## src/rtl/trd_pkg.sv

```systemverilog
`timescale 1ns/1ps
package trd_pkg;

    localparam int MAX_WORD = 8;

    typedef enum logic [1:0] {
        CAL_IDLE,
        CAL_ENTER,
        CAL_HUNT,
        CAL_LEAVE
    } cal_phase_e;

    // Training word: the low half (integer half) of the bits set.
    function automatic logic [MAX_WORD-1:0] train_pattern(input int width);
        logic [MAX_WORD-1:0] p;
        p = '0;
        for (int b = 0; b < MAX_WORD; b++) begin
            if (b < width / 2) p[b] = 1'b1;
        end
        return p;
    endfunction

endpackage

```

## src/rtl/trd_lane_align.sv

```systemverilog
`timescale 1ns/1ps
module trd_lane_align
    import trd_pkg::*;
#(
    parameter int WORD_W   = 8,
    parameter int HIT_NEED = 3
) (
    input  logic              clk,
    input  logic              rst_n,
    input  logic              ser_i,
    input  logic              tick_i,
    input  logic              cal_run_i,
    input  logic              cal_start_i,
    output logic [WORD_W-1:0] word_o,
    output logic              locked_o
);

    localparam int HIST_W = 2 * WORD_W;
    localparam int OFF_W  = (WORD_W > 1) ? $clog2(WORD_W) : 1;
    localparam int CNT_W  = $clog2(HIT_NEED + 1);
    localparam logic [WORD_W-1:0] TRAIN = WORD_W'(train_pattern(WORD_W));

    typedef struct packed {
        logic [HIST_W-1:0]             hist;
        logic [WORD_W-1:0][CNT_W-1:0]  hits;
        logic                          locked;
        logic [OFF_W-1:0]              offset;
        logic [WORD_W-1:0]             word;
    } lane_st_t;

    lane_st_t          st_q, st_d;
    logic [WORD_W-1:0] win [WORD_W];
    logic [WORD_W-1:0] match;
    logic              found;
    logic [OFF_W-1:0]  pick;

    always_comb begin
        st_d      = st_q;
        found     = 1'b0;
        pick      = '0;
        // newest bit enters at position 0
        st_d.hist = {st_q.hist[HIST_W-2:0], ser_i};

        for (int r = 0; r < WORD_W; r++) begin
            win[r]   = st_d.hist[r +: WORD_W];
            match[r] = (win[r] == TRAIN);
        end

        // capture at the current (old) rotation on every frame strobe
        if (tick_i) begin
            for (int r = 0; r < WORD_W; r++) begin
                if (st_q.offset == OFF_W'(r)) st_d.word = win[r];
            end
        end

        if (cal_start_i) begin
            st_d.locked = 1'b0;
            st_d.hits   = '0;
        end else if (cal_run_i && tick_i && !st_q.locked) begin
            for (int r = 0; r < WORD_W; r++) begin
                if (!match[r])
                    st_d.hits[r] = '0;
                else if (st_q.hits[r] != CNT_W'(HIT_NEED))
                    st_d.hits[r] = st_q.hits[r] + CNT_W'(1);
            end
            // lowest rotation wins when several reach the run length
            for (int r = WORD_W - 1; r >= 0; r--) begin
                if (st_d.hits[r] == CNT_W'(HIT_NEED)) begin
                    found = 1'b1;
                    pick  = OFF_W'(r);
                end
            end
            if (found) begin
                st_d.locked = 1'b1;
                st_d.offset = pick;
            end
        end
    end

    always_ff @(posedge clk or negedge rst_n) begin
        if (!rst_n) st_q <= '0;
        else        st_q <= st_d;
    end

    assign word_o   = st_q.word;
    assign locked_o = st_q.locked;

    // lock persists until a new calibration starts
    assert_lock_holds_R5: assert property (@(posedge clk) disable iff (!rst_n)
        (st_q.locked && !cal_start_i) |=> st_q.locked);

    // rotation frozen while locked
    assert_offset_frozen_R4: assert property (@(posedge clk) disable iff (!rst_n)
        (st_q.locked && !cal_start_i) |=> $stable(st_q.offset));

    // lock only follows a counted frame strobe
    assert_lock_on_tick_R2: assert property (@(posedge clk) disable iff (!rst_n)
        $rose(st_q.locked) |-> $past(tick_i && cal_run_i));

    // captured word changes only after a strobe
    assert_word_hold_R7: assert property (@(posedge clk) disable iff (!rst_n)
        !tick_i |=> $stable(st_q.word));

endmodule

```

## src/rtl/trd_out_stage.sv

```systemverilog
`timescale 1ns/1ps
module trd_out_stage #(
    parameter int DATA_W  = 32,
    parameter bit USE_REG = 1'b1
) (
    input  logic              clk,
    input  logic              rst_n,
    input  logic [DATA_W-1:0] data_i,
    input  logic              valid_i,
    output logic [DATA_W-1:0] data_o,
    output logic              valid_o
);

    generate
        if (USE_REG) begin : g_reg
            typedef struct packed {
                logic [DATA_W-1:0] data;
                logic              valid;
            } out_st_t;

            out_st_t st_q, st_d;

            always_comb begin
                st_d.data  = data_i;
                st_d.valid = valid_i;
            end

            always_ff @(posedge clk or negedge rst_n) begin
                if (!rst_n) st_q <= '0;
                else        st_q <= st_d;
            end

            assign data_o  = st_q.data;
            assign valid_o = st_q.valid;
        end else begin : g_pass
            assign data_o  = data_i;
            assign valid_o = valid_i;
        end
    endgenerate

endmodule

```

## src/rtl/trainword_deser.sv

```systemverilog
`timescale 1ns/1ps
module trainword_deser
    import trd_pkg::*;
#(
    parameter int NUM_LANES  = 4,
    parameter int WORD_W     = 8,
    parameter int HIT_NEED   = 3,
    parameter bit OUTPUT_REG = 1'b1
) (
    input  logic                        clk,
    input  logic                        rst_n,
    input  logic [NUM_LANES-1:0]        ser_in,
    input  logic                        cal_req,
    input  logic                        frame_tick,
    output logic [NUM_LANES*WORD_W-1:0] par_out,
    output logic                        word_valid,
    output logic [NUM_LANES-1:0]        lane_locked,
    output logic                        cal_error
);

    localparam int BUS_W = NUM_LANES * WORD_W;
    localparam int VLAT  = 1 + int'(OUTPUT_REG);

    typedef struct packed {
        logic cal_prev;
        logic tick_seen;
        logic err;
    } top_st_t;

    top_st_t            st_q, st_d;
    cal_phase_e         phase;
    logic [BUS_W-1:0]   word_bus;
    logic [NUM_LANES-1:0] locked_w;

    always_comb begin
        st_d = st_q;
        unique case ({cal_req, st_q.cal_prev})
            2'b10:   phase = CAL_ENTER;
            2'b11:   phase = CAL_HUNT;
            2'b01:   phase = CAL_LEAVE;
            default: phase = CAL_IDLE;
        endcase

        st_d.cal_prev  = cal_req;
        st_d.tick_seen = frame_tick;

        unique case (phase)
            CAL_ENTER: st_d.err = 1'b0;
            CAL_LEAVE: if (!(&locked_w)) st_d.err = 1'b1;
            default:   ;
        endcase
    end

    always_ff @(posedge clk or negedge rst_n) begin
        if (!rst_n) st_q <= '0;
        else        st_q <= st_d;
    end

    for (genvar g = 0; g < NUM_LANES; g++) begin : g_lane
        trd_lane_align #(
            .WORD_W   (WORD_W),
            .HIT_NEED (HIT_NEED)
        ) u_lane (
            .clk         (clk),
            .rst_n       (rst_n),
            .ser_i       (ser_in[g]),
            .tick_i      (frame_tick),
            .cal_run_i   (phase == CAL_HUNT),
            .cal_start_i (phase == CAL_ENTER),
            .word_o      (word_bus[g*WORD_W +: WORD_W]),
            .locked_o    (locked_w[g])
        );
    end

    trd_out_stage #(
        .DATA_W  (BUS_W),
        .USE_REG (OUTPUT_REG)
    ) u_out (
        .clk     (clk),
        .rst_n   (rst_n),
        .data_i  (word_bus),
        .valid_i (st_q.tick_seen),
        .data_o  (par_out),
        .valid_o (word_valid)
    );

    assign lane_locked = locked_w;
    assign cal_error   = st_q.err;

    // a new calibration clears every lock
    assert_start_clears_R5: assert property (@(posedge clk) disable iff (!rst_n)
        $rose(cal_req) |=> (lane_locked == '0));

    // error clears when calibration restarts
    assert_err_clear_R6: assert property (@(posedge clk) disable iff (!rst_n)
        $rose(cal_req) |=> !cal_error);

    // error is raised only once calibrate is low
    assert_err_rise_R6: assert property (@(posedge clk) disable iff (!rst_n)
        $rose(cal_error) |-> $past(!cal_req));

    // valid follows a strobe by the pipeline latency
    assert_valid_timing_R7: assert property (@(posedge clk) disable iff (!rst_n)
        word_valid |-> $past(frame_tick, VLAT));

endmodule

```

## config.mk

```make
export PLATFORM = sky130hd
export DESIGN_NAME = trainword_deser
export DESIGN_NICKNAME = d
export VERILOG_FILES = /design/src/rtl/trd_pkg.sv /design/src/rtl/trd_lane_align.sv /design/src/rtl/trd_out_stage.sv /design/src/rtl/trainword_deser.sv
export SDC_FILE = /design/constraint.sdc
export NUM_CORES = 1
export LEC_CHECK = 0
export ABC_AREA = 1
export BUFFER_PORTS_ARGS = -buffer_cell sky130_fd_sc_hd__buf_4
export CAP_MARGIN = 25
export CORE_MARGIN = 10
export CORE_UTILIZATION = 41
export DETAILED_ROUTE_END_ITERATION = 10
export GPL_ROUTABILITY_DRIVEN = 0
export GPL_TIMING_DRIVEN = 0
export PLACE_DENSITY = 0.6
export SETUP_SLACK_MARGIN = 0.4
export SLEW_MARGIN = 10
export SYNTH_ARGS = -nofsm -noshare
export SYNTH_HDL_FRONTEND = slang
export SYNTH_SLANG_ARGS = --single-unit
```

## constraint.sdc

```tcl
create_clock -name clk -period 3.48 [get_ports clk]
set_clock_uncertainty 0.1 [all_clocks]
set_input_delay 0 -clock clk [delete_from_list [all_inputs] [get_ports clk]]
set_output_delay 0 -clock clk [all_outputs]
set_load 0.01 [all_outputs]
```

==> summary by stage <==
STA
The transition time at the pin with the least slew margin is around 800 ps. The smallest hold slack is 17.4 ps. Setup repair after global routing left no endpoint under its margin. For the final routed database, the setup TNS stands at 0 ps. For the finished layout, the period the worst path requires is approximately 2000 ps.

The fraction of the cycle the final worst path needs is a little under three fifths. The number of pins with negative max-slew slack in the final report is 0. The count of endpoints failing hold in the final timing report is 0. Derived from the worst setup path, the maximum achievable clock frequency is about 500 MHz. Setup violations remaining at the end of the flow were counted as 0. The tightest slew margin relative to the limit is a little under half.

Logic synthesis
Yosys instantiated no cell more often than nand2_1. The share of the Yosys chip area taken by registers is 49.9%. The most used flip-flop cell after synthesis is dfrtp_1. By area the synthesized netlist is led by dfrtp_1 (50%), nand2_1 (14%), a21oi_1 (5.5%). The count of flip-flops with a built-in enable after synthesis is 0. During synthesis, Yosys emitted a total of 0 warnings. Synthesis inferred around 200 register bits. The cell type with the largest total area after synthesis is dfrtp_1. The share of synthesized flip-flops with an asynchronous set or reset is 100%. The count of distinct cell types in the synthesized netlist is 30. The synthesized netlist occupies a cell area of just over 10000 um2. By count the netlist is led by nand2_1 (377), dfrtp_1 (204), inv_1 (128), a21oi_1 (112), nor2_1 (103). The synthesized design devotes to its leading area cell type roughly half of total area. The average cell area after synthesis is between 7 and 8 um2.

The gate count after technology mapping is about 1.3k. Counting every net in the synthesized netlist gives roughly 1.3k.

Routing
In the final routed layout, each cell accounts on average for 14.5 um. The detail route stage leaves a number of antenna-violating nets equal to 0. The initial DRC count is between 600 and 700. The post-route DRC violation count is 0. In the routed layout, each cell is associated on average with a via count of about 5.1. The routed wire length is between 20 and 30 mm. The total via count after detailed routing is 9002. The first detailed-routing pass took 5 iterations.

Place
Input and output buffers added on the ports amount to 45. The number of placed cells counting well taps is roughly 1.7k. The half-perimeter wire length after placement is 18.0 mm.

Pwr
VDD sags by at most 0.283 mV. For this design the ratio of total power to cell area is 456 nW/um2. The leakage power summed over all cells is ~5.8 nW. Overall power consumption after layout is estimated at about 5.4 mW.

Worst setup path
The data required time of the worst path is approximately 3800 ps. The slowest stage of the critical path is the nor2_1 cell. The worst setup path is launched from a flip-flop.

The startpoint of the lowest-slack register-to-register path is st_q[2]$_DFF_PN0_. The worst setup path is captured at a flip-flop. The maximum fanout count along the critical path is 9. For the worst setup path, the data arrival time is 2320 ps. In this run the worst setup path begins at st_q[2]$_DFF_PN0_. Broken down by cell family, the worst path's largest delay share belongs to simple AND/OR/NAND/NOR gates. The signal on the critical path passes through nand3_1, nor2_1, nor2_1, inv_1, o22ai_1. The delay of the slowest cell on the worst path is ~500 ps. The number of buffers and inverters on the critical path is 1. The critical path in this run is classified as reg -> reg. Among the stages of the critical path, the cell type that occurs most often is nor2_1.

Clock tree
The tree is rooted in a clkbuf_16. In this run the number of H-tree levels came out at 1. The post-cts resize count is 0.

The number of clock sinks seen by CTS is between 200 and 250. The clock tree from TritonCTS is built. The number of hold buffers added after cts is 7.

The clock input transition at the sequential cells of the worst setup and hold paths is about 60 ps. The number of setup buffers added after CTS is 0. The clock passes through at most 3 buffers. The clock reaches the later pin of the worst-skew pair after ~510 ps. Clock tree synthesis inserted a total of 23 buffers.

Floorplanning
The floorplan die area is between 30000 and 40000 um2. The floorplan step defined a core boundary enclosing between 20000 and 25000 um2. During I/O placement, the number of pins put on the boundary was 46. Once the floorplan was initialized, standard cells occupied about two fifths of the core. The floorplan step set the die width to ~180 um. The number of placement rows is 57. In this run the vertical extent of the chip is approximately 180 um.

Global routing
The largest net degree at the start of global routing is 105. The met1 track utilization from global routing is a little under a quarter. Global routing used 16.2% of the available tracks across all layers. The number of global-route vias before repair was slightly below 9k.

The first global-routing pass estimated 43.2 mm of wire. In the global route stage, met3 resource usage came out at 2.51%. The global-route congestion overflow total is 0. The layer flagged by global routing as most heavily used is met2. The met2 usage in global routing is between 20% and 30%. The initial antenna violation count is 0.

Min path
In this run the worst hold path is classified as in -> async.

Final layout
Fill cells in the final layout number roughly 2.4k. The net count of the finished layout is roughly 1.4k. The number of antenna diodes in the final layout is 0. From synthesis to final layout, the design area changed by 15.8%. The share of layout cells above drive strength 1 is ~11%.

For this run, the number of standard cells in the final layout without fillers is 1748.

Outcome
The flow ran to the end, and the final reports show no timing, DRC or antenna violations.

Flow run
The number of max-cap violations is 0.
## cell families after synthesis
logic type             synth area share [%]
AOI/OAI and AO/OA                      14.9
DFF                                    49.9
and+or+nand+nor                        27.5
buffers and inverters                  7.67
## power breakdown
part | leakage, nW | switching [mW] | internal [mW]
registers | 2.56 | 0.0771 | 2.48
logic | 2.82 | 0.259 | 0.130
clock network | 0.379 | 0.928 | 1.53
## path summary, 6_finish.rpt
| kind | endpoint | slack (ps) | depth (start not counted) |
|---|---|---|---|
| max reg2reg | g_lane[0].u_lane.st_q[12]$_DFFE_PN0P_ | 1480 | 5 |
| min reg2reg | u_out.valid_o$_DFF_PN0_ | 250 | 0 |
| min in group clk | g_lane[3].u_lane.st_d[29]$_DFF_PN0_ | 50 | 2 |
| max | g_lane[0].u_lane.st_q[12]$_DFFE_PN0P_ | 1480 | 5 |
| min | u_out.data_o[8]$_DFF_PN0_ | 20 | 2 |
| max in group asynchronous | g_lane[3].u_lane.st_d[32]$_DFF_PN0_ | 2300 | 3 |
## placed cells by master (no fill, tap or decap)
cell           synthesis  layout
o21ai_1               31      31
buf_4                  4      48
o31ai_1                1       1
buf_6                  1       1
dfrtp_1              204     204
nor3_4                 4       4
clkbuf_1              15      20
a21oi_1              112     112
buf_2                 17      17
o211ai_1               9       9
a32o_1                 2       2
nor4_1                 4       4
a21boi_1               1       1
inv_2                 31      31
nand3b_1               5       5
nand3_1               70      70
o21ai_0               91      91
nor2_2                 6       6
inv_1                128     128
nor2_1               103     103
o22ai_1               37      37
bufinv_16              0       3
clkbuf_8               0       5
clkinv_2               0       3
buf_8                  0       1
a22oi_1                1       1
clkbuf_2               1       1
clkbuf_16              0      23
nor3_2                10      10
nand4_1               38      38
o32ai_1                1       1
dlygate4sd3_1          0       7
nand3_2                4       4
buf_16                 0       1
or2_1                  2       2
nor3_1                22      22
nand2_1              377     377
## per-stage QoR
step	instance area (um2)	utilization, %	worst slack (ps)
floorplan	10200	-	1840
global placement	11000	44.9	861
detailed placement	11000	45.0	1440
CTS	11800	48.4	1420
global route	11800	48.4	1210
finish	11800	48.4	1480
## state kept, by name (all words and copies together) (netlist names)
name                    cells
st_q                        2
u_out.valid_o               1
cal_error                   1
g_lane.u_lane.st_d         56
g_lane.u_lane.locked_o      4
u_out.data_o               32
g_lane.u_lane.st_q         76
g_lane.u_lane.word_o       32
## area by class of cell
class                           count  area, um2  share of cell area, %
Sequential cell                   204       5100                   43.1
Timing Repair Buffer               53        443                   3.74
Inverter                          159        597                   5.04
Multi-Input combinational cell    931       4340                   36.6
Clock inverter                      6        105                  0.887
Tap cell                          324        405                   3.42
Clock buffer                       33        663                   5.60
Buffer                             38        188                   1.58
## per-layer routing
layer / share of wire [%] / up-vias / routed length, um
met2: 45 / 172 / 11500
met1: 48 / 4236 / 12300
met3: 4.4 / 33 / 1110
met5: 0 / - / 0
met4: 2.0 / 0 / 512
li1: - / 4561 / -
No activity file was read; power rests on OpenSTA's default activity.
